<file path="config.mk">
export PLATFORM = sky130hd
export DESIGN_NAME = pinctl_irq
export DESIGN_NICKNAME = d
export VERILOG_FILES = /design/src/rtl/pinctl_pkg.sv /design/src/rtl/pinctl_sync.sv /design/src/rtl/pinctl_regfile.sv /design/src/rtl/pinctl_change.sv /design/src/rtl/pinctl_irq.sv
export SDC_FILE = /design/constraint.sdc
export NUM_CORES = 1
export LEC_CHECK = 0
export ABC_CLOCK_PERIOD_IN_PS = 1000
export CORE_MARGIN = 2
export CORE_UTILIZATION = 36
export DETAILED_ROUTE_END_ITERATION = 6
export PLACE_DENSITY = 0.76
export SKIP_CTS_REPAIR_TIMING = 1
export SLEW_MARGIN = 20
export SYNTH_ARGS = -nofsm -noshare
export SYNTH_HDL_FRONTEND = slang
export SYNTH_SLANG_ARGS = --single-unit
</file>
<file path="constraint.sdc">
create_clock -name clk -period 1 [get_ports clk]
set_input_delay 0.15 -clock clk [delete_from_list [all_inputs] [get_ports clk]]
set_output_delay 0.15 -clock clk [all_outputs]
set_load 0.02 [all_outputs]
</file>
<file path="src/rtl/pinctl_pkg.sv">
package pinctl_pkg;

   localparam int unsigned REG_ADDR_W = 2;

   typedef enum logic [REG_ADDR_W-1:0] {
      RA_CTRL = 2'd0,
      RA_MODE = 2'd1,
      RA_STAT = 2'd2,
      RA_NONE = 2'd3
   } reg_addr_e;

   localparam int unsigned MODE_REL_BIT = 0;
   localparam int unsigned MODE_IRQ_BIT = 1;
   localparam int unsigned MODE_W       = 2;

endpackage

</file>
<file path="src/rtl/pinctl_sync.sv">
module pinctl_sync #(
   parameter int unsigned W      = 2,
   parameter int unsigned STAGES = 2
) (
   input  logic         clk,
   input  logic         rst,
   input  logic [W-1:0] d,
   output logic [W-1:0] q
);

   logic [STAGES-1:0][W-1:0] chain;

   always_ff @(posedge clk) begin
      if (rst) chain[0] <= '0;
      else     chain[0] <= d;
   end

   for (genvar k = 1; k < STAGES; k++) begin : g_stage
      always_ff @(posedge clk) begin
         if (rst) chain[k] <= '0;
         else     chain[k] <= chain[k-1];
      end
   end

   assign q = chain[STAGES-1];

endmodule

</file>
<file path="src/rtl/pinctl_regfile.sv">
module pinctl_regfile
   import pinctl_pkg::*;
#(
   parameter int unsigned NPINS  = 2,
   parameter int unsigned DATA_W = 8
) (
   input  logic                  clk,
   input  logic                  rst,
   input  logic                  wr_en,
   input  logic                  rd_en,
   input  logic [REG_ADDR_W-1:0] addr,
   input  logic [DATA_W-1:0]     wr_data,
   input  logic [NPINS-1:0]      status,
   output logic [DATA_W-1:0]     rd_data,
   output logic [NPINS-1:0]      ctrl_q,
   output logic                  release_q,
   output logic                  irq_en_q,
   output logic                  stat_rd
);

   localparam int unsigned PAD_W = DATA_W - NPINS;
   localparam int unsigned MPAD  = DATA_W - MODE_W;

   reg_addr_e ra;
   assign ra = reg_addr_e'(addr);

   always_ff @(posedge clk) begin
      if (rst) begin
         ctrl_q    <= '0;
         release_q <= 1'b1;
         irq_en_q  <= 1'b0;
      end else if (wr_en) begin
         unique case (ra)
            RA_CTRL: ctrl_q <= wr_data[NPINS-1:0];
            RA_MODE: begin
               release_q <= wr_data[MODE_REL_BIT];
               irq_en_q  <= wr_data[MODE_IRQ_BIT];
            end
            default: ;
         endcase
      end
   end

   always_comb begin
      unique case (ra)
         RA_CTRL: rd_data = {{PAD_W{1'b0}}, ctrl_q};
         RA_MODE: rd_data = {{MPAD{1'b0}}, irq_en_q, release_q};
         RA_STAT: rd_data = {{PAD_W{1'b0}}, status};
         default: rd_data = '0;
      endcase
   end

   assign stat_rd = rd_en && (ra == RA_STAT);

endmodule

</file>
<file path="src/rtl/pinctl_change.sv">
module pinctl_change #(
   parameter int unsigned NPINS   = 2,
   parameter int unsigned IRQ_PIN = 1
) (
   input  logic             clk,
   input  logic             rst,
   input  logic [NPINS-1:0] status,
   input  logic             irq_en,
   input  logic             stat_rd,
   output logic             pending
);

   localparam logic [NPINS-1:0] OWN_BIT = NPINS'(1) << IRQ_PIN;

   logic [NPINS-1:0] snap_q;
   logic [NPINS-1:0] cmp_mask;
   logic             differs;

   assign cmp_mask = irq_en ? ~OWN_BIT : '1;
   assign differs  = |((status ^ snap_q) & cmp_mask);

   always_ff @(posedge clk) begin
      if (rst) begin
         snap_q  <= '0;
         pending <= 1'b0;
      end else if (stat_rd) begin
         snap_q  <= status;
         pending <= 1'b0;
      end else begin
         pending <= irq_en && (pending || differs);
      end
   end

endmodule

</file>
<file path="src/rtl/pinctl_irq.sv">
module pinctl_irq
   import pinctl_pkg::*;
#(
   parameter int unsigned NPINS       = 2,
   parameter int unsigned DATA_W      = 8,
   parameter int unsigned SYNC_STAGES = 2,
   parameter int unsigned IRQ_PIN     = 1
) (
   input  logic                  clk,
   input  logic                  rst,
   input  logic                  wr_en,
   input  logic                  rd_en,
   input  logic [REG_ADDR_W-1:0] addr,
   input  logic [DATA_W-1:0]     wr_data,
   output logic [DATA_W-1:0]     rd_data,
   input  logic [NPINS-1:0]      pin_in,
   output logic [NPINS-1:0]      pin_out,
   output logic [NPINS-1:0]      pin_oe
);

   if (NPINS < 2 || NPINS > DATA_W) begin : g_bad_npins
      $error("pinctl_irq: NPINS must lie in 2..DATA_W");
   end
   if (IRQ_PIN >= NPINS) begin : g_bad_irqpin
      $error("pinctl_irq: IRQ_PIN must be below NPINS");
   end
   if (SYNC_STAGES < 2) begin : g_bad_sync
      $error("pinctl_irq: SYNC_STAGES must be at least 2");
   end
   if (DATA_W < MODE_W) begin : g_bad_dw
      $error("pinctl_irq: DATA_W too narrow for mode register");
   end

   logic [NPINS-1:0] status;
   logic [NPINS-1:0] ctrl_q;
   logic             release_q;
   logic             irq_en_q;
   logic             stat_rd;
   logic             pending;

   pinctl_sync #(.W(NPINS), .STAGES(SYNC_STAGES)) u_sync (
      .clk (clk),
      .rst (rst),
      .d   (pin_in),
      .q   (status)
   );

   pinctl_regfile #(.NPINS(NPINS), .DATA_W(DATA_W)) u_regs (
      .clk       (clk),
      .rst       (rst),
      .wr_en     (wr_en),
      .rd_en     (rd_en),
      .addr      (addr),
      .wr_data   (wr_data),
      .status    (status),
      .rd_data   (rd_data),
      .ctrl_q    (ctrl_q),
      .release_q (release_q),
      .irq_en_q  (irq_en_q),
      .stat_rd   (stat_rd)
   );

   pinctl_change #(.NPINS(NPINS), .IRQ_PIN(IRQ_PIN)) u_chg (
      .clk     (clk),
      .rst     (rst),
      .status  (status),
      .irq_en  (irq_en_q),
      .stat_rd (stat_rd),
      .pending (pending)
   );

   for (genvar i = 0; i < NPINS; i++) begin : g_pin
      if (i == IRQ_PIN) begin : g_irq
         assign pin_out[i] = irq_en_q ? pending : ctrl_q[i];
         assign pin_oe[i]  = irq_en_q | ~release_q;
      end else begin : g_gpio
         assign pin_out[i] = ctrl_q[i];
         assign pin_oe[i]  = ~release_q;
      end
   end

endmodule

</file>
==> results of run 1 <==
[logic make-up (layout without fill, tap and decap cells)]
family	count (synthesis)	after routing	share of synthesized area
buffers and inverters	10	28	0.126
and+or+nand+nor	18	18	0.235
other	1	6	0.00740
muxes	8	8	0.160
DFF	10	10	0.395
xor gates and xnor gates	1	1	0.0173
AOI/OAI and AO/OA	3	3	0.0593
[report_power, final]
part / switching, mW / internal [mW]
Clock: 0.138 / 0.221
Sequential: 0.00853 / 0.411
Combinational: 0.0814 / 0.0958
Total: 0.228 / 0.728
[flip-flops by register name (all words and copies together), names as in the netlist]
name	flops
u_regs.ctrl_q	2
u_sync.chain	2
u_sync.q	2
u_chg.pending	1
u_chg.snap_q	1
u_regs.irq_en_q	1
u_regs.release_q	1
[cells in the final DEF (no fill, tap or decap), drive strengths merged]
master	Yosys	layout
nor3b	1	1
dlymetal6s2s	0	2
dfxtp	10	10
conb	1	6
mux2i	7	7
mux2	1	1
xnor2	1	1
o2bb2ai	2	2
and2b	1	1
a211oi	1	1
nor2b	4	4
and3b	2	2
clkdlybuf4s50	0	7
buf	7	13
clkbuf	1	4
inv	2	2
nand2b	8	8
nor2	2	2
[per-stage QoR]
stage	cell area (um2)	power, mW	setup WS [ns]	util	hold WS [ns]
2_1_floorplan	526	0.529	0.0704	-	0.278
3_3_place_gp	691	0.595	-0.737	0.531	0.419
3_5_place_dp	691	0.600	-0.781	0.531	0.445
4_1_cts	727	0.969	-0.781	0.559	0.433
5_1_grt	759	0.993	-0.240	0.584	0.453
6_report	759	0.956	-0.212	0.584	0.442
[path summary, 6_finish.rpt]
kind | from | to | slack [ns]
setup reg to reg | u_sync.q[0]$_SDFF_PP0_ | u_chg.pending$_SDFF_PP0_ | 0.13
setup / recovery | u_regs.irq_en_q$_SDFFE_PP0P_ | pin_out[1] | -0.21
hold reg to reg | u_sync.chain[0]$_SDFF_PP0_ | u_sync.q[0]$_SDFF_PP0_ | 0.45
hold / removal | pin_in[1] | u_sync.chain[1]$_SDFF_PP0_ | 0.44
[layer usage]
metal | vias up | track usage | wire (um)
met5 | - | 0 | 0
met4 | 0 | 0.0194 | 0
met3 | 0 | 0.0696 | 71
met2 | 14 | 0.225 | 552
met1 | 185 | 0.139 | 429
li1 | 202 | - | -
[worst register-to-register path, delay by kind of cell (launching register included)]
family | cells | cell delay [ns]
flops | 1 | 0.32
compound gates | 1 | 0.20
buf+inv | 1 | 0.14
xor+xnor | 1 | 0.13
[layout make-up]
type | count | area, um2 | share of cell area
Clock buffer | 4 | 36.3 | 0.0478
Inverter | 2 | 7.51 | 0.00988
Multi-Input combinational cell | 36 | 274 | 0.361
Sequential cell | 10 | 208 | 0.273
Tap cell | 15 | 18.8 | 0.0247
Timing Repair Buffer | 22 | 215 | 0.283
==> summary.md, run 1 <==
| Metric | Value |
|---|---|
| CORE AREA | about 0.0013 mm2 |
| CP Cell Sequence | mux2_4 > buf_6 |
| Drt drc | 0 |
| Max-cap viol count | 0 |
| Count of final setup violators | 4 |
| Worst Clk Skew | 0.000824 ns |
| Fmax | 825 MHz |
| Tmin final | between 1 and 1.5 ns |
| Critical Path Sink Type | primary output |
| Pwr per Cell Area | approximately 1300 mW/mm2 |
| Ys async rst share | 0 |
| Most common cell in the netlist | dfxtp_1 |
| Setup tns final | -0.526 ns |
| Grt total ovfl | 0 |
| Post-synth top area cell | dfxtp_1 |
| CP max stage cell | dfxtp_4 |
| Peak VDD IR | 0.968 mV |
| Worst reg2reg path depth | 3 |
| Synth Flop Type | dfxtp_1 |
| Total track usage | 0.129 |
| Post-Syn Instances | between 50 and 60 |
| Unique masters post-synth | 16 |
| Post-route ant nets | 0 |
| Clk_lat worst skew | 0.26 ns |
| RSZ-0062 raised after global routing | yes |
| Delay-heaviest family, CP | flip-flops |
| Register area share after synthesis | 0.395 |
| Most frequent cells after synthesis | 10 x dfxtp_1, 8 x nand2b_1, 7 x buf_4, 7 x mux2i_1, 4 x nor2b_1 |
| Site Rows | 13 |
| Vias post-DR | about 400 |
| First-pass GRT wire length | 1700 um |
| Fillers | 117 |
| Final Cycle Share | 1.21 |
| Fin cells | 89 |
| I/O Buffers | 15 |
| DR vias/cell | 4.51 |
| N_diodes | 0 |
| #FFs+latches synth | 10 |
| Routability Congestion | 0.726 |
| Initial DRT Pass Iterations | 4 |
| CP Class | register to primary output |
| CP max FO | 4 |
| Setup ws final | -0.212 ns |
| Arrival @ worst endpoint | ~1.1 ns |
| Largest net degree at the start of global routing | 11 |
| Clk slew on worst S/H paths | 0.06 ns |
| Hold path cells | 2 |
| TritonCTS clock tree | yes |
| Total routed wirelength | 1050 um |
| Final hold violation count | 0 |
| Num Clock Sinks | 10 |
| Initial antenna violation count | 0 |
| Root Buffer | clkbuf_4 |
| Violated checks | negative setup slack |
| Die Span X | slightly above 40 um |
| # placed instances | 85 |
| Yosys Warn Count | 0 |
| Full die area | 0.00172 mm2 |
| CP bufs+invs | 1 |
| Max Slew Vio Count | 0 |
| Status | complete, but fails checks |
| Top Ports | 28 |
| Ratio of cells with drive above 1 in the final layout | 0.392 |
| Drt initial violations | 2 |
| CTS Buf Count | 3 |
| CTS max path bufs | 2 |
| Die span in y | 41.5 um |
| Critical Path Stages | 2 |
| Area growth syn-to-layout | 49.9% |
| Top cell type's share of synthesized area | 0.395 |
| EDFF count, synth | 0 |
| Worst EP required | 0.85 ns |
| Final nets | 91 |
| Area contributors post-synth | dfxtp_1 40%, mux2i_1 14%, buf_4 10%, nand2b_1 9.9%, nor2b_1 4.9% |
| HPWL Detailed | slightly above 800 um |
| Number of global-route vias before repair | 416 |
| CP Launch Type | register |
| Leak | 0.340 nW |
| Mean post-synth cell area | ~9.9 um2 |
| Max stage delay on crit path | around 0.37 ns |
| Wire per inst | 11.8 um |
| Synthesized cell area | 507 um2 |
| Starting density of the core | 0.389 |
| # H-tree levels | 1 |
| Worst min-delay path category | input port to register |
Power figures use the tool's default switching activity.
==> run 2, diff against run 1 <==
TNS_END_PERCENT = 1   (was not set)
==> summary.md, run 2 (synthesis results as in run 1) <==
| Metric | Value |
|---|---|
| Arrival @ worst endpoint | 1.06 ns (about the same) |
| Core Util, Final | 0.569 (-0.0144) |
| Number of global-route vias before repair | 416 (unchanged) |
| HP Start | pin_in[1] |
| Worst EP required | 0.85 ns (about the same) |
| DR vias/cell | 4.54 (+0.75%) |
| TritonCTS clock tree | yes |
| CP max stage cell | dfxtp_2 |
| Die Span X | 41.5 um (unchanged) |
| Tmin final | 1.21 ns (-0.00334 ns) |
| Drt drc | 0 (unchanged) |
| CP Class | register to primary output |
| N_diodes | 0 (unchanged) |
| Top Ports | 28 (unchanged) |
| Starting density of the core | 0.389 (unchanged) |
| Fmax | 828 MHz (+0.28%) |
| Most common cell after layout, fill and taps aside | nand2b_1 |
| Max-cap viol count | 0 (unchanged) |
| Most frequent cells in the layout | 8 x nand2b_1, 7 x mux2i_1, 7 x clkdlybuf4s50_1, 7 x buf_4 |
| Hold path cells | 2 (unchanged) |
| Final nets | 91 (unchanged) |
| Peak VDD IR | 0.972 mV (+0.40%) |
| Initial DRT Pass Iterations | 2 (-2) |
| Pwr per Cell Area | 1290 mW/mm2 (+2.1%) |
| I/O Buffers | 15 (unchanged) |
| Status | complete, but fails checks |
| Leak | 0.340 nW (about the same) |
| # H-tree levels | 1 (unchanged) |
| CP Launch Type | register |
| Vias post-DR | 404 (+0.75%) |
| Total track usage | 0.129 (unchanged) |
| Total routed wirelength | 1060 um (+0.47%) |
| Final Cycle Share | 1.21 (-0.00334) |
| First-pass GRT wire length | 1700 um (unchanged) |
| Post-route ant nets | 0 (unchanged) |
| Area growth syn-to-layout | 46.2% |
| CP max FO | 4 (unchanged) |
| Worst reg2reg path depth | 3 (unchanged) |
| Clk slew on worst S/H paths | 0.06 ns (about the same) |
| Setup tns final | -0.531 ns (-0.00512 ns) |
| Clk_lat worst skew | 0.26 ns (about the same) |
| Drt initial violations | 8 (+6) |
| CP Cell Sequence | mux2_4 > buf_6 |
| Initial antenna violation count | 0 (unchanged) |
| CTS max path bufs | 2 (unchanged) |
| R2R Path Start | u_sync.q[0]$_SDFF_PP0_ |
| Largest net degree at the start of global routing | 11 (unchanged) |
| Site Rows | 13 (unchanged) |
| Final hold violation count | 0 (unchanged) |
| Die span in y | 41.5 um (unchanged) |
| Count of final setup violators | 4 (unchanged) |
| Max Slew Vio Count | 0 (unchanged) |
| Routability Congestion | 0.726 (unchanged) |
| Worst Clk Skew | 0.000850 ns (+0.0000253 ns) |
| Grt total ovfl | 0 (unchanged) |
| Ratio of cells with drive above 1 in the final layout | 0.378 (-0.0135) |
| Critical path launch point | u_regs.irq_en_q$_SDFFE_PP0P_ |
| HPWL Detailed | 824 um (unchanged) |
| Root Buffer | clkbuf_4 |
| CORE AREA | 0.00130 mm2 (unchanged) |
| CTS Buf Count | 3 (unchanged) |
| RSZ-0062 raised after global routing | yes |
| Num Clock Sinks | 10 (unchanged) |
| Setup ws final | -0.208 ns (+0.00334 ns) |
| Max stage delay on crit path | 0.36 ns (about the same) |
| Violated checks | negative setup slack |
| Full die area | 0.00172 mm2 (unchanged) |
| Wire per inst | 11.9 um (+0.47%) |
| Critical Path Sink Type | primary output |
| Worst min-delay path category | input port to register |
-- run 2: worst max-delay path: cells and delay by family (launching register included) --
family / cells / cell delay (ns)
buf+inv: 1 / 0.13
flops: 1 / 0.36
mux: 1 / 0.30
-- run 2: final timing paths --
path                                                   end  slack [ns]
worst max-delay path                            pin_out[1]       -0.21
worst min-delay path            u_sync.chain[1]$_SDFF_PP0_        0.44
worst max register to register    u_chg.pending$_SDFF_PP0_        0.13
worst min register to register      u_sync.q[0]$_SDFF_PP0_        0.45
-- run 2: routing by layer --
| metal | up-vias | wire [um] | global-route usage |
|---|---|---|---|
| met5 | - | 0 | 0 |
| met2 | 14 | 562 | 0.225 |
| met3 | 0 | 71 | 0.0696 |
| li1 | 202 | - | - |
| met1 | 188 | 425 | 0.139 |
| met4 | 0 | 0 | 0.0194 |
-- run 2: area by class of cell --
type	count	area, um2
multi-input combinational	36	270
inverter	2	7.51
fill	122	561
tap	15	18.8
sequential	10	205
timing repair buffer	22	203
clock buffer	4	36.3
-- run 2: per-stage QoR --
step | power (mW) | instance area [um2] | std cells | worst slack (ns) | hold slack [ns]
2_1_floorplan | 0.529 | 526 | 56 | 0.0704 | 0.278
3_3_place_gp | 0.595 | 691 | 85 | -0.737 | 0.419
3_5_place_dp | 0.600 | 691 | 85 | -0.781 | 0.445
4_1_cts | 0.969 | 727 | 89 | -0.781 | 0.433
5_1_grt | 0.990 | 741 | 89 | -0.239 | 0.453
6_report | 0.952 | 741 | 89 | -0.208 | 0.442
-- run 2: where the power goes --
| group | switching [mW] | internal [mW] |
|---|---|---|
| clock network | 0.138 | 0.221 |
| registers | 0.00787 | 0.413 |
| logic | 0.0807 | 0.0916 |
